--- src/rtl/i2cm_pkg.sv ---
package i2cm_pkg;

  typedef enum logic [2:0] {
    ST_IDLE,
    ST_ADDR,
    ST_ADDR_ACK,
    ST_WR,
    ST_WR_ACK,
    ST_RD,
    ST_RD_ACK
  } link_st_e;

  // identification pattern: address folded with a fixed seed
  function automatic logic [7:0] id_byte(input logic [7:0] addr, input logic [7:0] seed);
    return addr ^ seed;
  endfunction

endpackage

--- src/rtl/i2cm_bus_sync.sv ---
module i2cm_bus_sync #(
  parameter int SYNC_STAGES = 2
) (
  input  logic clk,
  input  logic rst_n,
  input  logic scl_i,
  input  logic sda_i,
  output logic scl_s,
  output logic sda_s,
  output logic scl_rise,
  output logic scl_fall,
  output logic start_det,
  output logic stop_det
);
  localparam int PIPE_W = SYNC_STAGES + 1;

  logic [PIPE_W-1:0] scl_pipe, sda_pipe;
  logic scl_prev, sda_prev;

  always_ff @(posedge clk or negedge rst_n) begin
    if (!rst_n) begin
      scl_pipe <= '1;
      sda_pipe <= '1;
    end else begin
      scl_pipe <= {scl_pipe[PIPE_W-2:0], scl_i};
      sda_pipe <= {sda_pipe[PIPE_W-2:0], sda_i};
    end
  end

  assign scl_s    = scl_pipe[SYNC_STAGES-1];
  assign sda_s    = sda_pipe[SYNC_STAGES-1];
  assign scl_prev = scl_pipe[SYNC_STAGES];
  assign sda_prev = sda_pipe[SYNC_STAGES];

  assign scl_rise  = scl_s & ~scl_prev;
  assign scl_fall  = ~scl_s & scl_prev;
  assign start_det = scl_s & scl_prev & sda_prev & ~sda_s;
  assign stop_det  = scl_s & scl_prev & ~sda_prev & sda_s;

endmodule

--- src/rtl/i2cm_diag_mem.sv ---
module i2cm_diag_mem #(
  parameter int AW           = 8,
  parameter int HOST_WR_BASE = 128
) (
  input  logic                    clk,
  input  logic                    rst_n,
  input  logic                    host_we,
  input  logic [AW-1:0]           host_addr,
  input  logic [7:0]              host_wdata,
  input  logic                    side_we,
  input  logic [$clog2(HOST_WR_BASE)-1:0] side_addr,
  input  logic [7:0]              side_wdata,
  input  logic [AW-1:0]           rd_addr,
  output logic [7:0]              rd_data
);
  localparam int DEPTH   = 1 << AW;
  localparam int SIDE_AW = $clog2(HOST_WR_BASE);
  localparam logic [AW-1:0] BASE_A = AW'(HOST_WR_BASE);

  logic [7:0] mem [DEPTH];
  logic       host_ok;
  logic [AW-1:0] side_full;

  assign host_ok   = host_we && (host_addr >= BASE_A);
  assign side_full = AW'(side_addr);

  always_ff @(posedge clk or negedge rst_n) begin
    if (!rst_n) begin
      for (int i = 0; i < DEPTH; i++) mem[i] <= '0;
    end else begin
      if (side_we) mem[side_full] <= side_wdata;
      if (host_ok) mem[host_addr] <= host_wdata;
    end
  end

  assign rd_data = mem[rd_addr];

  logic unused_w;
  assign unused_w = ^{SIDE_AW[0]};

endmodule

--- src/rtl/i2cm_link.sv ---
module i2cm_link
  import i2cm_pkg::*;
#(
  parameter int         AW         = 8,
  parameter logic [6:0] ID_ADDR7   = 7'h50,
  parameter logic [6:0] DIAG_ADDR7 = 7'h51
) (
  input  logic          clk,
  input  logic          rst_n,
  input  logic          scl_rise,
  input  logic          scl_fall,
  input  logic          sda_s,
  input  logic          start_det,
  input  logic          stop_det,
  input  logic [7:0]    rd_data,
  output logic          busy,
  output logic          sda_pull,
  output logic          map_sel,
  output logic [AW-1:0] cur_ptr,
  output logic          wr_en,
  output logic [AW-1:0] wr_addr,
  output logic [7:0]    wr_data
);
  localparam int NMAPS = 2;

  link_st_e      state;
  logic [3:0]    bitcnt;
  logic [7:0]    shreg, txbyte, rx_byte;
  logic          rw, first_byte, phase;
  logic [AW-1:0] ptr [NMAPS];

  assign rx_byte = {shreg[6:0], sda_s};
  assign cur_ptr = ptr[map_sel];

  always_ff @(posedge clk or negedge rst_n) begin
    if (!rst_n) begin
      state      <= ST_IDLE;
      bitcnt     <= '0;
      shreg      <= '0;
      txbyte     <= '0;
      rw         <= 1'b0;
      first_byte <= 1'b0;
      phase      <= 1'b0;
      busy       <= 1'b0;
      sda_pull   <= 1'b0;
      map_sel    <= 1'b0;
      wr_en      <= 1'b0;
      wr_addr    <= '0;
      wr_data    <= '0;
      for (int m = 0; m < NMAPS; m++) ptr[m] <= '0;
    end else begin
      wr_en <= 1'b0;
      if (stop_det) begin
        state    <= ST_IDLE;
        busy     <= 1'b0;
        sda_pull <= 1'b0;
        phase    <= 1'b0;
      end else if (start_det) begin
        state      <= ST_ADDR;
        busy       <= 1'b1;
        sda_pull   <= 1'b0;
        bitcnt     <= '0;
        first_byte <= 1'b1;
        phase      <= 1'b0;
      end else begin
        unique case (state)
          ST_IDLE: ;
          ST_ADDR: if (scl_rise) begin
            shreg  <= rx_byte;
            bitcnt <= bitcnt + 4'd1;
            if (bitcnt == 4'd7) begin
              bitcnt <= '0;
              rw     <= rx_byte[0];
              if (rx_byte[7:1] == ID_ADDR7) begin
                map_sel <= 1'b0;
                state   <= ST_ADDR_ACK;
              end else if (rx_byte[7:1] == DIAG_ADDR7) begin
                map_sel <= 1'b1;
                state   <= ST_ADDR_ACK;
              end else begin
                state <= ST_IDLE;
              end
            end
          end
          ST_ADDR_ACK: if (scl_fall) begin
            if (!phase) begin
              phase    <= 1'b1;
              sda_pull <= 1'b1;
            end else begin
              phase  <= 1'b0;
              bitcnt <= '0;
              if (rw) begin
                txbyte   <= rd_data;
                sda_pull <= ~rd_data[7];
                state    <= ST_RD;
              end else begin
                sda_pull <= 1'b0;
                state    <= ST_WR;
              end
            end
          end
          ST_WR: if (scl_rise) begin
            shreg  <= rx_byte;
            bitcnt <= bitcnt + 4'd1;
            if (bitcnt == 4'd7) begin
              bitcnt <= '0;
              state  <= ST_WR_ACK;
              if (first_byte) begin
                first_byte   <= 1'b0;
                ptr[map_sel] <= AW'(rx_byte);
              end else begin
                wr_en        <= map_sel;
                wr_addr      <= cur_ptr;
                wr_data      <= rx_byte;
                ptr[map_sel] <= cur_ptr + 1'b1;
              end
            end
          end
          ST_WR_ACK: if (scl_fall) begin
            if (!phase) begin
              phase    <= 1'b1;
              sda_pull <= 1'b1;
            end else begin
              phase    <= 1'b0;
              sda_pull <= 1'b0;
              state    <= ST_WR;
            end
          end
          ST_RD: begin
            if (scl_rise) begin
              bitcnt <= bitcnt + 4'd1;
              if (bitcnt == 4'd7) ptr[map_sel] <= cur_ptr + 1'b1;
            end else if (scl_fall) begin
              if (bitcnt == 4'd8) begin
                sda_pull <= 1'b0;
                state    <= ST_RD_ACK;
              end else begin
                txbyte   <= {txbyte[6:0], 1'b0};
                sda_pull <= ~txbyte[6];
              end
            end
          end
          ST_RD_ACK: begin
            if (scl_rise) begin
              if (sda_s) state <= ST_IDLE;
              else       phase <= 1'b1;
            end else if (scl_fall && phase) begin
              phase    <= 1'b0;
              bitcnt   <= '0;
              txbyte   <= rd_data;
              sda_pull <= ~rd_data[7];
              state    <= ST_RD;
            end
          end
          default: state <= ST_IDLE;
        endcase
      end
    end
  end

endmodule

--- src/rtl/i2cm_dual_slave.sv ---
module i2cm_dual_slave
  import i2cm_pkg::*;
#(
  parameter int         AW           = 8,
  parameter logic [6:0] ID_ADDR7     = 7'h50,
  parameter logic [6:0] DIAG_ADDR7   = 7'h51,
  parameter int         HOST_WR_BASE = 128,
  parameter logic [7:0] ID_SEED      = 8'h3C,
  parameter int         SYNC_STAGES  = 2
) (
  input  logic                            clk,
  input  logic                            rst_n,
  input  logic                            scl_i,
  input  logic                            sda_i,
  output logic                            sda_pull_o,
  input  logic                            upd_valid_i,
  output logic                            upd_ready_o,
  input  logic [$clog2(HOST_WR_BASE)-1:0] upd_addr_i,
  input  logic [7:0]                      upd_data_i
);
  logic          scl_s, sda_s, scl_rise, scl_fall, start_det, stop_det;
  logic          busy, map_sel, wr_en;
  logic [AW-1:0] cur_ptr, wr_addr;
  logic [7:0]    wr_data, diag_rd, rd_data;

  i2cm_bus_sync #(.SYNC_STAGES(SYNC_STAGES)) u_sync (
    .clk(clk), .rst_n(rst_n), .scl_i(scl_i), .sda_i(sda_i),
    .scl_s(scl_s), .sda_s(sda_s), .scl_rise(scl_rise), .scl_fall(scl_fall),
    .start_det(start_det), .stop_det(stop_det)
  );

  i2cm_link #(.AW(AW), .ID_ADDR7(ID_ADDR7), .DIAG_ADDR7(DIAG_ADDR7)) u_link (
    .clk(clk), .rst_n(rst_n), .scl_rise(scl_rise), .scl_fall(scl_fall),
    .sda_s(sda_s), .start_det(start_det), .stop_det(stop_det),
    .rd_data(rd_data), .busy(busy), .sda_pull(sda_pull_o), .map_sel(map_sel),
    .cur_ptr(cur_ptr), .wr_en(wr_en), .wr_addr(wr_addr), .wr_data(wr_data)
  );

  assign upd_ready_o = ~busy;

  i2cm_diag_mem #(.AW(AW), .HOST_WR_BASE(HOST_WR_BASE)) u_diag (
    .clk(clk), .rst_n(rst_n),
    .host_we(wr_en), .host_addr(wr_addr), .host_wdata(wr_data),
    .side_we(upd_valid_i & upd_ready_o), .side_addr(upd_addr_i), .side_wdata(upd_data_i),
    .rd_addr(cur_ptr), .rd_data(diag_rd)
  );

  assign rd_data = map_sel ? diag_rd : id_byte(8'(cur_ptr), ID_SEED);

endmodule

--- config.mk ---
export PLATFORM = sky130hd
export DESIGN_NAME = i2cm_dual_slave
export DESIGN_NICKNAME = d
export VERILOG_FILES = /design/src/rtl/i2cm_pkg.sv /design/src/rtl/i2cm_bus_sync.sv /design/src/rtl/i2cm_diag_mem.sv /design/src/rtl/i2cm_link.sv /design/src/rtl/i2cm_dual_slave.sv
export SDC_FILE = /design/constraint.sdc
export NUM_CORES = 2
export LEC_CHECK = 0
export CAP_MARGIN = 20
export CORE_ASPECT_RATIO = 1.25
export CORE_MARGIN = 10
export CORE_UTILIZATION = 40
export DETAILED_ROUTE_END_ITERATION = 6
export SYNTH_ARGS = -nofsm -noshare
export SYNTH_HDL_FRONTEND = slang
export SYNTH_SLANG_ARGS = --single-unit
--- constraint.sdc ---
create_clock -name clk -period 3.5 [get_ports clk]
set_input_delay 0.525 -clock clk [delete_from_list [all_inputs] [get_ports clk]]
set_output_delay 0.525 -clock clk [all_outputs]
set_load 0.1 [all_outputs]
# Word-level counts from Yosys, hierarchy flattened
# Index checks and enable logic that the tools add are counted.
[totals] reg_bits=2114 latch_bits=0 mem_bits_rw=0 mem_bits_ro=0 out_inout_bits=2 n_memories=0
[classes] addsub=2 n_mul=0 n_div=0 order_cmp=8 n_eq_ne=46 shift=0 n_mux=96 bitwise_logic=23 reduce_logical=29
[op_table] op="$bwmux W2048" count=2
[op_table] op="$mux W2048" count=2
[op_table] op="$demux W8 S8" count=2
[op_table] op="$mux W16" count=5
[op_table] op="$mux W8" count=9
[op_table] op="$bmux W8 S8" count=1
[op_table] op="$mux W7" count=8
[op_table] op="$mux W3" count=18
[op_table] op="$ne A4 B3 Y1 const B" count=9
[op_table] op="$bwmux W16" count=2
[op_table] op="$mux W4" count=8
[op_table] op="$pmux W16 S2" count=1
[op_table] op="$mux W1" count=31
[op_table] op="$ge A9 B9 Y1 const B" count=3
[op_table] op="$pmux W3 S7" count=1
[op_table] op="$pmux W7 S3" count=1
[op_table] op="$lt A9 B1 Y1 const B" count=2
[op_table] op="$not A8 Y9" count=2
[op_table] op="$ne A4 B4 Y1 const B" count=4
[op_table] op="$pmux W4 S4" count=1
[op_table] op="$eq A7 B7 Y1 const B" count=2
[op_table] op="$ne A2 B1 Y1 const B" count=7
[op_table] op="$reduce_and A14 Y1" count=1
[op_table] op="$reduce_and A7 Y1" count=2
[op_table] op="39 further kinds" count=80

# Longest topological paths before layout
[logic_depth] ltp_word=16 ltp_mapped=16

# Hierarchy
# From an unflattened synthesis, not the netlist that was laid out.
[unflattened] hier_cells=6435 hier_area_um2=97074.4
[by_module_without_submodules] mod="i2cm_diag_mem" n_inst=1 cells_per_inst=6082 area_per_inst_um2=93509.7
[by_module_without_submodules] mod="i2cm_link" n_inst=1 cells_per_inst=328 area_per_inst_um2=3256.9
[by_module_without_submodules] mod="i2cm_bus_sync" n_inst=1 cells_per_inst=10 area_per_inst_um2=190.2
[by_module_without_submodules] mod="i2cm_dual_slave" n_inst=1 cells_per_inst=15 area_per_inst_um2=117.6

# Worst setup path after synthesis
# OpenSTA, ideal clock, no wires.
[synth_timing] kind="flip-flop to flip-flop" startpoint="register u_link.busy" endpoint="register u_diag.mem[1568] (netlist bit)" t_arrival_ns=2.807 required_time_ns=3.375 slack_ns=0.568 stages_incl_launch_ff=8 period_less_slack_ns=2.932 path_cell_list="dfrtp_1 inv_1 nand3_1 or2_2 clkbuf_1 clkbuf_1 nor2_1 mux2_2"
[synth_between] elab_chain_len=5
[synth_lines] element="start, declared" line_no="i2cm_link.sv:16" rtl="output logic busy,"
[synth_lines] element="start signal, assigned" line_no="i2cm_link.sv:44" rtl="busy <= 1'b0;"
[synth_lines] element="start signal, assigned" line_no="i2cm_link.sv:55" rtl="busy <= 1'b0;"
[synth_lines] element="start signal, assigned" line_no="i2cm_link.sv:60" rtl="busy <= 1'b1;"
[synth_lines] element="$not A1 Y1 *" line_no="i2cm_dual_slave.sv:39" rtl="assign upd_ready_o = ~busy;"
[synth_lines] element="named net upd_ready_o" line_no="i2cm_dual_slave.sv:17" rtl="output logic upd_ready_o,"
[synth_lines] element="$and A1 B1 Y1 *" line_no="i2cm_dual_slave.sv:44" rtl=".side_we(upd_valid_i & upd_ready_o), .side_addr(upd_addr_i), .side_wdata(upd_data_i),"
[synth_lines] element="$mux W2048 *" line_no="i2cm_diag_mem.sv:31" rtl="if (side_we) mem[side_full] <= side_wdata;"
[synth_lines] element="$bwmux W2048" line_no="i2cm_diag_mem.sv:32" rtl="if (host_ok) mem[host_addr] <= host_wdata;"
[synth_lines] element="$mux W2048 *" line_no="i2cm_diag_mem.sv:32"
[synth_lines] element="end signal, assigned by index" line_no="i2cm_diag_mem.sv:31"
[synth_lines] element="end signal, assigned by index" line_no="i2cm_diag_mem.sv:32"
[synth_lines] element="end, declared" line_no="i2cm_diag_mem.sv:20" rtl="logic [7:0] mem [DEPTH];"
# Mark *: on every way through the listed nets, which the timed path passes. The rest lies on a longest branch.
# A chain may end at the register's enable or synchronous reset.

# Worst setup path after layout
[layout_timing] startpoint="register u_link.map_sel" endpoint="register u_link.txbyte[1]"
[layout_between] elab_chain_len=13 word_cells_on_any_way=15 classes_between="13 x mux; 2 x bitwise"
[layout_lines] element="start, declared" line_no="i2cm_link.sv:18" rtl="output logic map_sel,"
[layout_lines] element="start signal, assigned" line_no="i2cm_link.sv:46" rtl="map_sel <= 1'b0;"
[layout_lines] element="start signal, assigned" line_no="i2cm_link.sv:75" rtl="map_sel <= 1'b0;"
[layout_lines] element="start signal, assigned" line_no="i2cm_link.sv:78" rtl="map_sel <= 1'b1;"
[layout_lines] element="$not A1 Y2 (not written as such)" line_no="i2cm_link.sv:33" rtl="assign cur_ptr = ptr[map_sel];"
[layout_lines] element="$mux W8 (not written as such) (3 in a row)" line_no="i2cm_link.sv:33"
[layout_lines] element="$not A8 Y9 (not written as such)" line_no="i2cm_diag_mem.sv:36" rtl="assign rd_data = mem[rd_addr];"
[layout_lines] element="$bmux W8 S8" line_no="i2cm_diag_mem.sv:36"
[layout_lines] element="$mux W8 (not written as such) (2 in a row)" line_no="i2cm_diag_mem.sv:36"
[layout_lines] element="$mux W8 *" line_no="i2cm_dual_slave.sv:48" rtl="assign rd_data = map_sel ? diag_rd : id_byte(8'(cur_ptr), ID_SEED);"
[layout_lines] element="$mux W7" line_no="i2cm_link.sv:92" rtl="if (rw) begin"
[layout_lines] element="$mux W7" line_no="i2cm_link.sv:86" rtl="if (!phase) begin"
[layout_lines] element="$mux W7" line_no="i2cm_link.sv:85" rtl="ST_ADDR_ACK: if (scl_fall) begin"
[layout_lines] element="$pmux W7 S3 *" line_no="i2cm_link.sv:66" rtl="unique case (state)"
[layout_lines] element="end signal, assigned" line_no="i2cm_link.sv:93" rtl="txbyte <= rd_data;"
[layout_lines] element="end signal, assigned" line_no="i2cm_link.sv:138" rtl="txbyte <= {txbyte[6:0], 1'b0};"
[layout_lines] element="end signal, assigned" line_no="i2cm_link.sv:150" rtl="txbyte <= rd_data;"
[layout_lines] element="end, declared" line_no="i2cm_link.sv:28" rtl="logic [7:0] shreg, txbyte, rx_byte;"
# Every way passes the cells marked *; elsewhere a longest branch is shown, timed or not. The select of a mux whose other input is x is not followed.

==> metrics.csv <==
metric;value;unit
status;finished, final reports clean;
synthFlopType;dfrtp_1;
crit_top_cell;buf_12;
dp_slack;-0.497;ns
wl_per_cell;26.1;um
boundaryPins;22;
drt_iter0_markers;6584;
remaining_drc_errors;0;
vias;74065;
antenna_found_initial;6;
synth_area_leader_cell;dfrtp_1;
die_w;466;um
min_period;3.49;ns
postSynthAreaPerCell;11.3;um2
crit_fanout;14;
clock.fmax;0.287;GHz
cts_max_path_buffers;4;
use_met3;0.0333;
crit_chain;mux2i_4 -> buf_12 -> clkinv_16 -> buf_16 -> buf_12 -> mux2i_1 -> buf_4 -> a222oi_1 -> a31oi_2 -> o2111ai_1 -> a211oi_2 -> o32a_1 -> o31ai_2;
gr-usage-met1;0.301;
synth_seq_cells;2114;
fill_cells;22479;
critPathLaunch;u_link.map_sel;
hpwl;215000;um
synth_warnings;0;
grt_pass1_wl;490000;um
max_slew.worst_pin.slew;1.15;ns
ys_seq_area_frac;0.532;
place_area;0.108;mm2
clkSinkCount;2114;
worst-setup-path-type;flip-flop to flip-flop;
die_h;577;um
skew;0.0710;ns
clk_latency;0.91;ns
syn2layout_area_growth;17.4;%
power.density;440;mW/mm2
routed_via_density;5.84;
cts_tree;built;
drt-pass1-iter-count;7;
synthCells;8798;
final.setup.worst_slack;0.00968;ns
grt_max_degree;149;
synth_top_area_frac;0.531;
fin_cells;12682;
nNetsFinal;9220;
drive_gt1_frac;0.357;
critPathMaxStageDelay;0.67;ns
finalWirelength;331000;um
post-route-util;0.472;
syn_area;0.0994;mm2
regArea;0.0529;mm2
syn-num-nets;8821;
gr-usage-all-layers;0.235;
power;51.3;mW
maxSlewViolCount;0;
synthTopCellsByCount;2108 x dfrtp_1, 2062 x mux2_2, 1887 x nand2_1;
relSlewSlack;0.235;
fin_area;0.117;mm2
crit_buf_inv;5;
grt_pass1_vias;75205;
core_area;0.247;mm2
hold_class;input pin to flip-flop;
synth_cell_type_count;72;
clk_pin_slew;0.07;ns
crit_path_end_kind;flip-flop;
cp.required;4.32;ns
fin_crit_sh;0.997;
ant_nets;0;
gr-usage-met2;0.385;
gr-max-usage-layer;met2;
port_buffers;21;
synth_most_common_cell;dfrtp_1;
setup_viol;0;
holdCritStartpoint;upd_data_i[1];
cp_top_family;compound AO/OA/AOI/OAI gates;
synth.area.top_cells;dfrtp_1 53%, mux2_2 23%, nand2_1 7.1%;
synth-edff-count;0;
cp.arrival;4.31;ns
cp_slowest_cell;a222oi_1;
cts_made_buffers;227;
start_util;0.402;
gp_congestion;0.896;
cp-start-kind;flip-flop;
reg2reg_from;u_link.map_sel;
dp.cells;12221;
grt-ovfl-total;0;
peakVddDrop;0.000422;V
num_rows;204;
hold_viol;0;
leakage;53.7;nW
dieArea;0.269;mm2
multi_input_area;0.0439;mm2
cap_violations;0;
htreeDepth;4;
synthArstFlopShare;1.00;
clockRootBuffer;clkbuf_16;
-- metrics by stage --
| stage | hold slack [ns] | TNS, ns |
|---|---|---|
| floorplan | 0.229 | 0 |
| detailed placement | 0.348 | -1.28 |
| global route | 0.184 | -0.00680 |
| global placement | 0.348 | -1.33 |
| finish | 0.194 | 0 |
| CTS | 0.146 | -0.0319 |
-- what timing repair did --
action | in CTS | in global routing
endpoints found under the setup margin | 8 | 8
resized for setup | 20 | 75
gates cloned | 1 | 14
setup buffers | 2 | 26
pin swaps | 2 | 14
hold buffers | 3 | 0
hold endpoints to repair | 132 | 0
-- registers in the layout, indices dropped and copies added, names as in the netlist --
signal and flops:
u_diag.mem 2048, u_link.ptr 16, u_link.wr_addr 8, u_link.wr_data 8, u_link.shreg 7, u_link.txbyte 7, u_link.bitcnt 4, u_link.state 3
u_sync.scl_pipe 3, u_sync.sda_pipe 3, u_link.busy 1, u_link.first_byte 1, u_link.map_sel 1, u_link.phase 1, u_link.rw 1, u_link.sda_pull 1
u_link.wr_en 1
-- cells by family after synthesis --
logic type,after synthesis,synth area share
AND/OR/NAND/NOR,3144,0.136
multiplexers,2260,0.256
flip-flops,2114,0.532
buffers and inverters,664,0.0313
AO/OA/AOI/OAI,606,0.0433
XOR/XNOR,7,0.000617
adder cells (fa/ha/maj),3,0.000378
-- metal layers --
metal,part of all wire,routed length (um)
met5,0,0
met2,0.47,156000
met1,0.41,135000
met4,0.060,19900
met3,0.059,19500
-- worst register-to-register path, delay by kind of cell, from the launching register on --
kind            cells  cell delay, ns
buf+inv             5            0.79
compound gates      6            1.78
flops               1            0.42
mux                 2            0.41
-- path summary, 6_finish.rpt --
| kind | end | slack [ns] | cells after the start |
|---|---|---|---|
| max in group asynchronous | u_diag.mem[2041] | 1.99 | 3 |
| max | u_link.txbyte[1] | 0.01 | 13 |
| min | u_diag.mem[1785] | 0.19 | 2 |
| max reg2reg | u_link.txbyte[1] | 0.01 | 13 |
| min reg2reg | u_sync.scl_pipe[1] | 0.36 | 0 |
| min in group asynchronous | u_diag.mem[462] | 0.24 | 2 |
-- final cells by class --
cell class,instances,share of cell area
Inverter,13,0.000708
Tap cell,3296,0.0353
Antenna cell,9,0.000193
Clock buffer,328,0.0565
Sequential cell,2114,0.454
Timing Repair inverter,3,0.000365
Timing Repair Buffer,818,0.0691
Multi-Input combinational cell,6020,0.376
Clock inverter,81,0.00817
-- power breakdown --
part           switching (mW)  internal (mW)  total, mW
logic                    1.09          0.531       1.62
registers               0.243           24.8       25.1
clock network            10.4           14.2       24.6
-- layout by cell type, fill, tap and decap left out, types with 23 or more instances in the layout --
master / instances
dfrtp_1: 2099
mux2_2: 2060
nand2_1: 1887
nand3_1: 724
buf_4: 662
clkbuf_16: 241
nor2_1: 218
mux2i_1: 174
a21oi_1: 124
and3_1: 116
a311oi_1: 115
buf_12: 107
a31oi_1: 76
o21ai_0: 61
clkbuf_1: 50
clkbuf_8: 49
nand4_1: 43
a32oi_1: 43
clkinv_2: 40
nor3_1: 33
nor2b_1: 23
Power figures use the tool's default switching activity.
